**src/rtl/spi_tx_path.sv**
```systemverilog
module spi_tx_path #(
  parameter int BUS_W  = 32,
  parameter int DATA_W = 16,
  parameter int LEN_W  = 5,
  parameter int PRE_W  = 8,
  parameter int NFMT   = 4,
  localparam int SEL_W = $clog2(NFMT)
) (
  input  logic                  clk,
  input  logic                  rst_n,
  input  logic                  mod_en,
  input  logic                  wr_en,
  input  logic [BUS_W-1:0]      wr_data,
  output logic [BUS_W-1:0]      rd_data,
  input  logic [SEL_W-1:0]      fmt_sel,
  input  logic [NFMT*LEN_W-1:0] fmt_len,
  input  logic [PRE_W-1:0]      prescale,
  output logic                  sclk,
  output logic                  mosi,
  output logic                  busy,
  output logic                  buf_full,
  output logic                  overrun
);
  localparam int BIT_W = $clog2(DATA_W);

  logic [DATA_W-1:0] hold_q, sh_q;
  logic [BIT_W-1:0]  idx_q;
  logic [PRE_W-1:0]  div_q, pre_q;
  logic              busy_q, full_q, ovr_q, sclk_q;

  logic [LEN_W-1:0]  raw_len, ld_len;
  logic [BIT_W-1:0]  ld_idx;
  logic [DATA_W-1:0] ld_word;
  logic              wr_ok, pull, direct, load;
  logic              unused_hi;

  assign unused_hi = ^wr_data[BUS_W-1:DATA_W];

  assign raw_len = fmt_len[int'(fmt_sel)*LEN_W +: LEN_W];
  assign ld_len  = (raw_len < LEN_W'(2))      ? LEN_W'(2) :
                   (raw_len > LEN_W'(DATA_W)) ? LEN_W'(DATA_W) : raw_len;
  assign ld_idx  = BIT_W'(ld_len - LEN_W'(1));

  assign wr_ok   = mod_en & wr_en;
  assign pull    = ~busy_q & full_q;
  assign direct  = wr_ok & ~busy_q & ~full_q;
  assign load    = pull | direct;
  assign ld_word = pull ? hold_q : wr_data[DATA_W-1:0];

  always_ff @(posedge clk) begin
    if (!rst_n || !mod_en) begin
      hold_q <= '0;
      sh_q   <= '0;
      idx_q  <= '0;
      div_q  <= '0;
      pre_q  <= '0;
      busy_q <= 1'b0;
      full_q <= 1'b0;
      ovr_q  <= 1'b0;
      sclk_q <= 1'b0;
    end else begin
      if (wr_ok) hold_q <= wr_data[DATA_W-1:0];

      if (wr_ok && (busy_q || full_q)) full_q <= 1'b1;
      else if (pull)                   full_q <= 1'b0;

      if (wr_ok && busy_q && full_q) ovr_q <= 1'b1;

      if (load) begin
        sh_q   <= ld_word;
        idx_q  <= ld_idx;
        div_q  <= '0;
        pre_q  <= prescale;
        sclk_q <= 1'b0;
        busy_q <= 1'b1;
      end else if (busy_q) begin
        if (div_q == pre_q) begin
          div_q  <= '0;
          sclk_q <= ~sclk_q;
          if (sclk_q) begin
            if (idx_q == '0) busy_q <= 1'b0;
            else             idx_q  <= idx_q - BIT_W'(1);
          end
        end else begin
          div_q <= div_q + PRE_W'(1);
        end
      end
    end
  end

  assign rd_data  = {{(BUS_W-DATA_W){1'b0}}, hold_q};
  assign sclk     = sclk_q;
  assign mosi     = busy_q & sh_q[idx_q];
  assign busy     = busy_q;
  assign buf_full = full_q;
  assign overrun  = ovr_q;
endmodule

```
**config.mk**
```make
export PLATFORM = sky130hd
export DESIGN_NAME = spi_tx_path
export DESIGN_NICKNAME = d
export VERILOG_FILES = /design/src/rtl/spi_tx_path.sv
export SDC_FILE = /design/constraint.sdc
export NUM_CORES = 1
export LEC_CHECK = 0
export BUFFER_PORTS_ARGS = -buffer_cell sky130_fd_sc_hd__clkbuf_2
export CAP_MARGIN = 20
export CORE_AREA = 3 3 91 115
export DETAILED_ROUTE_END_ITERATION = 7
export DIE_AREA = 0 0 94 118
export PLACE_DENSITY = 0.58
export SETUP_SLACK_MARGIN = 0.1
export SLEW_MARGIN = 10
export SYNTH_ARGS = -nofsm -noshare
export SYNTH_HDL_FRONTEND = slang
export SYNTH_SLANG_ARGS = --single-unit
```
**constraint.sdc**
```tcl
create_clock -name clk -period 7.1 [get_ports clk]
set_clock_uncertainty 0.1 [all_clocks]
set_input_delay 1.42 -clock clk [delete_from_list [all_inputs] [get_ports clk]]
set_output_delay 1.42 -clock clk [all_outputs]
set_load 0.005 [all_outputs]
```
==> results.toml, run 1 <==
[run_status]
status = "completed"

[power]
p_int_uw = 538
seqPwrFrac_pct = 47.3
switching_share_pct = 23.1
p_clk_share_pct = 41.2
max-vdd-ir-drop_mv = 0.127
pwr-share-comb_pct = 11.5
p_leak_uw = 0.00153
p_switching_uw = 162
powerDensity_nw_per_um2 = 209
finalPower_uw = 700

[sta]
relSlewSlack_pct = 37.6
maxSlewViolCount = 0
setup_violations = 0
tightest_slew_ps = 933
finalSetupTns_ps = 0
max_freq_mhz = 265
hold_violations = 0
min_period_ps = 3780
min_period_over_period_pct = 53.2
rsz0062_at_grt = "false"

[clock_network]
clock_sinks = 56
cts_buffer_depth = 2
h-tree-depth = 2
cts_buffers = 5
hold_buffers = 0
cts_tree = "yes"
cts-root-buf = "clkbuf_16"
postCtsSetupRepairBufs = 0
worstSkewPairLatency_ps = 290
clkTransAtPathRegs_ps = 70
cts_resized = 0

[synthesis]
ys_ff_latch = 56
synthXorXnorAreaFrac_pct = 5.00
synth-simple-area-share_pct = 15.4
yosysSeqAreaShare_pct = 40.0
synth_warnings = 0
post-synth-top-count-cell = "dfxtp_1"
synth_top_family_by_area = "multiplexers"
synth_mux_area_share_pct = 20.3
synth_edf_count = 0
syn_area_um2 = 2800
synth_top_area_cell = "dfxtp_1"
postSynthAreaPerCell_um2 = 9.50
yosys.area.top_type_share_pct = 40.0
synth_top_flop_cell = "dfxtp_1"
synth_compound_area_share_pct = 10.0
async_reset_ff_share_pct = 0
synthTopCellsByArea = "dfxtp_1, mux2i_1, mux4_2"
ys_types = 41
synth.cells.most_frequent = "dfxtp_1, nor2_1, mux2i_1"
synth_fa_ha_area_share_pct = 0.893
syn-instance-count = 295

[worst_setup_path]
cp.arrival_ps = 2260
cpMostUsedCell = "mux4_2"
rr_endpoint = "idx_q[2]"
reg2reg_from = "busy"
crit_slowest_cell = "dfxtp_1"
rrSetupSlack_ps = 4760
crit_chain = "mux4_2, mux4_2, and2_1, clkbuf_2"
start_kind = "flip-flop"
cp-end-kind = "output pin"
cp.required_ps = 5580
critPathMaxStageDelay_ps = 620
critPathKind = "reg -> out"
crit_fanout = 10
r2r_cells = 6

[placement]
gp_congestion = 0.782
dpl-instance-area_um2 = 3170
place_hpwl_mm = 4.49
placement.io_buffers = 70

[final_layout]
final_nets = 422
final_util_pct = 35.2
multi_input_area_um2 = 1510
antenna_cells = 0
fill_cells = 1009
drive_above_1_share_pct = 26.2
area_growth_syn_to_layout_pct = 19.3
final_design_area_no_fill_um2 = 3340
seq_area_um2 = 1120

[floorplan]
dieArea_um2 = 11100
die_width_um = 94
core_um2 = 9510
die_h_um = 118
num_rows = 40
ios = 103
initial_core_util_pct = 29.5

[global_route]
grt_pass1_vias = 2179
grt_pass1_wl_mm = 10.5
grt_usage_pct = 11.6
antenna_found_initial = 0
grt_start_max_net_pins = 52
overflow = 0

[min_path]
min_path_cells = 2
worst_hold_path_type = "reg -> reg"
min_to = "pre_q[1]"
hold_start = "pre_q[1]"

[route]
drc = 0
postRouteAntennaNets = 0
via_per_inst = 4.60
routed_wl_mm = 6.11
drt-wirelength-per-cell_um = 12.7
vias = 2211
dr.pass1.iters = 4
drt_iter0_drc = 69

[flow_run]
drv_cap = 0
## metal layers
metal	share of wire [%]	vias to the layer above	wire (um)	GRT usage, %
met5	0	-	0	0
met4	1.3	0	80	3.07
met3	4.3	8	263	3.01
met2	51	49	3120	20.1
met1	43	1032	2650	14.1
li1	-	1122	-	-
## power groups by stage
stage          clock network [uW]  logic [uW]  registers (uW)
2_1_floorplan                   0        62.6             335
5_1_grt                       313        91.1             332
3_5_place_dp                    0        81.5             338
6_report                      288        80.4             331
4_1_cts                       299        81.7             331
3_3_place_gp                    0        79.8             338
## through the flow
stage	setup slack, ps	std cells	hold WS (ps)
finish	3320	481	370
global route	3200	481	401
CTS	3300	481	373
detailed placement	3240	473	363
global placement	3250	473	355
floorplan	3860	310	348
## critical path: cells and delay by family (launching register included)
kind,cells,cell delay (ps)
multiplexers,2,1040
buffers and inverters,1,110
AND/OR/NAND/NOR,1,190
flip-flops,1,620
## cell usage in the layout, fill, tap and decap left out, types with 2 or more instances in the layout
cell type	count
a211oi_1	17
clkbuf_2	70
nand3_1	4
nand2_1	22
ha_1	2
mux2i_1	34
nand4_1	3
buf_4	2
nor4_1	3
and3_1	3
or3_1	2
xnor2_1	4
conb_1	16
a31oi_1	2
dfxtp_1	56
a21oi_1	14
nor3_1	4
nor2_1	44
mux4_2	9
xor2_1	12
inv_1	3
o21bai_1	2
and4_1	2
o21ai_1	2
o21ai_0	2
clkbuf_16	5
## registers in the layout (all words and copies together), names as in the netlist
register and flops:
hold_q 16, sh_q 16, div_q 8, pre_q 8, idx_q 4, buf_full 1
busy 1, overrun 1, sclk 1
## worst max path at each step
stage | startpoint | end | slack (ps) | depth (start not counted)
floorplan | fmt_sel[0] | idx_q[2] | 3860 | 9
global placement | wr_en | idx_q[2] | 3250 | 8
detailed placement | wr_en | idx_q[2] | 3240 | 8
CTS | idx_q[0] | mosi | 3300 | 4
global route | idx_q[0] | mosi | 3200 | 4
finish | idx_q[0] | mosi | 3320 | 4
## logic make-up (layout without fill, tap and decap cells)
logic type               after synthesis  after routing
other                                  1             16
AND/OR/NAND/NOR                       95             95
buffers and inverters                 38             83
XOR/XNOR                              16             16
AO/OA/AOI/OAI                         43             43
flip-flops                            56             56
multiplexers                          44             44
adder cells (fa/ha/maj)                2              2
## area by class of cell
cell class / count / share of cell area (%)
clock inverters: 2 / 1.16
clock buffers: 6 / 4.15
well taps: 126 / 4.72
multi-input cells: 216 / 45.2
inverters: 3 / 0.337
repair buffers: 72 / 10.9
flip-flops and latches: 56 / 33.5
Power figures use the tool's default switching activity.
==> inputs of run 2 (changes only) <==
Settings changed: PLACE_DENSITY 0.58 to 0.6.
Clock period 7.1 ns to 3 ns, I/O delays scaled along.
==> run 2 against run 1 <==
  * Die area unchanged
  * Via count up 1.2%
  * Register-to-register slack worse by 3900 ps
  * Sequential cell count is the same
  * Global-route usage is 0.30 points lower
  * First-iteration DRC count increased by 51%
  * Power up 150%
  * Critical path depth unchanged
  * Clock power grew to 2.6 times the previous value
  * Sequential power is 140% higher
  * Combinational power increased by 140%
  * Worst hold slack better by 1.6 ps
  * Critical endpoint unchanged
==> results.toml, run 2 (same netlist as run 1, synthesis figures left out) <==
[route]
dr.pass1.iters = 4
routed_wl_mm = 6.20
postRouteAntennaNets = 0
drc = 0
drt-wirelength-per-cell_um = 12.8
drt_iter0_drc = 104
via_per_inst = 4.61
vias = 2237

[global_route]
grt_pass1_vias = 2249
grt_usage_pct = 11.3
grt_pass1_wl_mm = 10.3
antenna_found_initial = 0
grt_start_max_net_pins = 28
overflow = 0

[clock_network]
cts_buffer_depth = 2
clock_sinks = 56
h-tree-depth = 2
clkTransAtPathRegs_ps = 70
cts_buffers = 5
cts_tree = "yes"
cts-root-buf = "clkbuf_16"
worstSkewPairLatency_ps = 290

[sta]
rsz0062_at_grt = "false"
min_period_ps = 2780
tightest_slew_ps = 836
maxSlewViolCount = 0
fin_ws_ps = 219
finalSetupTns_ps = 0
relSlewSlack_pct = 44.2
max_freq_mhz = 360
min_period_over_period_pct = 92.7
hold_violations = 0
setup_violations = 0

[final_layout]
seq_area_um2 = 1120
area_growth_syn_to_layout_pct = 21.0
multi_input_area_um2 = 1510
fill_cells = 993
stdcell_count = 485
final_util_pct = 35.7
final_nets = 426
final_cell_mix = "clkbuf_2, dfxtp_1, nor2_1, mux2i_1, nand2_1"
drive_above_1_share_pct = 27.3
antenna_cells = 0
reg_top3 = "hold_q: 16 flops, sh_q: 16 flops"
layout_commonest_cell = "clkbuf_2"

[power]
powerDensity_nw_per_um2 = 511
p_leak_uw = 0.00155
finalPower_uw = 1730
max-vdd-ir-drop_mv = 0.332

[floorplan]
num_rows = 40
core_um2 = 9510
initial_core_util_pct = 29.5
ios = 103
dieArea_um2 = 11100
die_width_um = 94
die_h_um = 118

[worst_setup_path]
rr_endpoint = "idx_q[3]"
start_kind = "flip-flop"
reg2reg_from = "div_q[5]"
cp.arrival_ps = 2080
rrSetupSlack_ps = 810
cp.required_ps = 2300
crit_fanout = 10
r2r_cells = 6
critPathKind = "reg -> out"
cp-end-kind = "output pin"

[placement]
placement.io_buffers = 70
dp_slack_ps = 232
place_hpwl_mm = 4.77
dp.cells = 477
gp_congestion = 0.780

[min_path]
min_path_cells = 2
min_to = "pre_q[7]"
hold_start = "pre_q[7]"
worst_hold_path_type = "reg -> reg"

[run_status]
status = "completed"

[flow_run]
drv_cap = 0
==> run 2: changes by cell type in the layout (fill, tap and decap cells not counted), sizes merged <==
cell	delta
bufinv	+1
inv	+1
clkinv	-1
buf	+4
clkbuf	-1
==> run 2: critical path: stages (launching register included) <==
cell      delay, ps
dfxtp_2         480
mux4_2          540
mux4_2          480
and2_1          180
clkbuf_2        110
==> run 2: stage by stage <==
stage               area [um2]  hold WS (ps)
global placement          3200           353
detailed placement        3200           363
finish                    3390           371
global route              3390           401
floorplan                 2860           348
CTS                       3390           374
==> run 2: worst max path at each step <==
stage,from,end,slack (ps)
after floorplan,fmt_sel[0],idx_q[2],580
after global placement,fmt_sel[0],idx_q[2],330
after detailed placement,fmt_sel[0],idx_q[2],230
after CTS,idx_q[0],mosi,200
after global routing,idx_q[0],mosi,140
final,idx_q[0],mosi,220
==> run 2: power breakdown <==
group          switching (uW)  internal (uW)  total, uW
clock                     272            482        754
sequential               19.2            764        783
combinational             100           93.3        194
total                     392           1340       1730
==> run 2: metal layers <==
layer  vias up  GRT usage (%)  share of wire, %
li1       1136              -                 -
met1      1043           13.4                43
met2        48           20.5                52
met3        10           2.11               3.3
met4         0           3.34               1.1
met5         -              0                 0
==> run 2: layout make-up <==
class | instances | area share, %
Clock buffer | 5 | 3.69
Clock inverter | 3 | 2.03
Inverter | 3 | 0.332
Multi-Input combinational cell | 216 | 44.5
Sequential cell | 56 | 33.1
Tap cell | 126 | 4.65
Timing Repair Buffer | 76 | 11.7
==> run 2: timing repair <==
| action | CTS | global route |
|---|---|---|
| setup endpoints to repair | 1 | 0 |
| hold buffers | 0 | 0 |
| resized for setup | 1 | 0 |
| setup buffers | 0 | 0 |
==> inputs of run 3 (changes only) <==
Settings changed: ABC_AREA set to 1, CORE_AREA 3 3 91 115 to 3 3 92 116, DIE_AREA 0 0 94 118 to 0 0 95 119.
==> run 3 against run 2 <==
  * Global-route usage grew 1.4 points
  * Worst setup slack gained 230 ps
  * Final area grew 2.5%
  * Cell count grew 26%
  * Critical endpoint unchanged
==> results.toml, run 3 <==
[clock_network]
cts_tree = "yes"
cts_buffer_depth = 2
worstSkewPairLatency_ps = 290
h-tree-depth = 2
cts-root-buf = "clkbuf_16"
cts_buffers = 5
hold_buffers = 0
clkTransAtPathRegs_ps = 80
postCtsSetupRepairBufs = 0
clock_sinks = 56
cts_resized = 0

[power]
p_leak_uw = 0.00158
max-vdd-ir-drop_mv = 0.302
powerDensity_nw_per_um2 = 499

[final_layout]
reg_top3 = "hold_q: 16 flops, sh_q: 16 flops"
stdcell_count = 613
layout_commonest_cell = "nand2_1"
final_cell_mix = "nand2_1, clkbuf_2, nor2_1, dfxtp_1, o21ai_0"
final_nets = 554
antenna_cells = 0
area_growth_syn_to_layout_pct = 21.2
drive_above_1_share_pct = 18.9
fill_cells = 1047

[min_path]
min_path_cells = 2
min_to = "pre_q[5]"
worst_hold_path_type = "reg -> reg"
hold_start = "pre_q[5]"

[worst_setup_path]
crit_fanout = 10
reg2reg_from = "busy"
critPathKind = "reg -> out"
cp-end-kind = "output pin"
crit_chain = "clkinv_1, o21ai_0, o22ai_1, o211ai_1, a31oi_1, clkbuf_2"
rrSetupSlack_ps = 790
cp.arrival_ps = 1850
critPathMaxStageDelay_ps = 490
critPathTopFamily = "compound AO/OA/AOI/OAI gates"
rr_endpoint = "div_q[1]"
crit_slowest_cell = "dfxtp_1"
cp.required_ps = 2300
start_kind = "flip-flop"
r2r_cells = 7
crit_buf_inv = 2

[route]
via_per_inst = 4.56
drc = 0
postRouteAntennaNets = 0
routed_wl_mm = 7.12
drt-wirelength-per-cell_um = 11.6
drt_iter0_drc = 117
dr.pass1.iters = 4
vias = 2798

[sta]
finalSetupTns_ps = 0
fin_ws_ps = 447
maxSlewViolCount = 0
rsz0062_at_grt = "false"
hold_ws_ps = 372
hold_violations = 0
max_freq_mhz = 392
setup_violations = 0
min_period_over_period_pct = 85.1
min_period_ps = 2550

[synthesis]
synth_top_area_cell = "dfxtp_1"
synth.cells.most_frequent = "nand2_1, nor2_1, dfxtp_1"
syn-instance-count = 423
async_reset_ff_share_pct = 0
synth_warnings = 0
synth_top_flop_cell = "dfxtp_1"
ys_types = 28
syn_area_um2 = 2870
synthTopCellsByArea = "dfxtp_1, nand2_1, o21ai_0"
post-synth-top-count-cell = "nand2_1"
ys_ff_latch = 56
postSynthAreaPerCell_um2 = 6.78
yosys.area.top_type_share_pct = 39.1
yosysSeqAreaShare_pct = 39.1
synth_edf_count = 0

[global_route]
overflow = 0
grt_pass1_vias = 2618
grt_pass1_wl_mm = 11.8
antenna_found_initial = 0
grt_start_max_net_pins = 39
grt_usage_pct = 12.7

[floorplan]
dieArea_um2 = 11300
initial_core_util_pct = 29.7
die_h_um = 119
ios = 103
core_um2 = 9660
die_width_um = 95
num_rows = 40

[flow_run]
drv_cap = 0

[placement]
dp_slack_ps = 495
placement.io_buffers = 70
place_hpwl_mm = 5.25
dp.cells = 605
gp_congestion = 0.743

[run_status]
status = "completed"
-- run 3: cell types whose count changed after synthesis, sizes merged, moves of 29 or more --
cell and delta:
nand2 +70, mux2i -34, inv +29, nand3 +30
o21ai +48
-- run 3: layout make-up --
type / count / area, um2 / area share, %
Sequential cell: 56 / 1120 / 32.3
Clock buffer: 5 / 125 / 3.60
Timing Repair Buffer: 76 / 408 / 11.7
Tap cell: 126 / 158 / 4.54
Clock inverter: 3 / 68.8 / 1.98
Multi-Input combinational cell: 314 / 1470 / 42.3
Inverter: 33 / 124 / 3.57
-- run 3: logic make-up after synthesis --
family | Yosys count | synth area share [%]
buffers and inverters | 68 | 11.6
AO/OA/AOI/OAI | 91 | 17.4
other | 1 | 0.131
XOR/XNOR | 8 | 2.44
AND/OR/NAND/NOR | 197 | 28.5
flip-flops | 56 | 39.1
adder cells (fa/ha/maj) | 2 | 0.873
-- run 3: worst min-delay path, delay by kind of cell (launching register included) --
family / cells / cell delay, ps
AO/OA/AOI/OAI: 1 / 50
buffers and inverters: 1 / 60
flip-flops: 1 / 320
-- run 3: routing by layer --
layer | global-route usage [%] | part of all wire (%) | up-vias
met2 | 22.0 | 47 | 77
met5 | 0 | 0 | -
li1 | - | - | 1487
met3 | 1.64 | 4.7 | 9
met1 | 15.9 | 46 | 1225
met4 | 4.33 | 1.9 | 0
-- run 3: power by group --
group	leakage [uW]	internal (uW)	switching (uW)	total, uW
combinational	0.00103	76.9	117	193
sequential	0.000456	766	16.5	782
clock	0.0000944	482	275	757
-- run 3: worst max path at each step --
stage                    end  slack (ps)  cells after the start        from
global placement    div_q[1]         540                      7       wr_en
CTS                     mosi         410                      6    idx_q[0]
floorplan           idx_q[2]        1020                     13  fmt_sel[0]
detailed placement  div_q[1]         500                      7       wr_en
global route            mosi         230                      6    idx_q[0]
finish                  mosi         450                      6    idx_q[0]
-- run 3: through the flow --
| stage | power [uW] | util, % | area, um2 |
|---|---|---|---|
| after global placement | 991 | 34.0 | 3280 |
| after floorplan | 928 | - | 2920 |
| after global routing | 1810 | 36.0 | 3470 |
| final | 1730 | 36.0 | 3470 |
| after detailed placement | 994 | 34.0 | 3280 |
| after CTS | 1750 | 36.0 | 3470 |
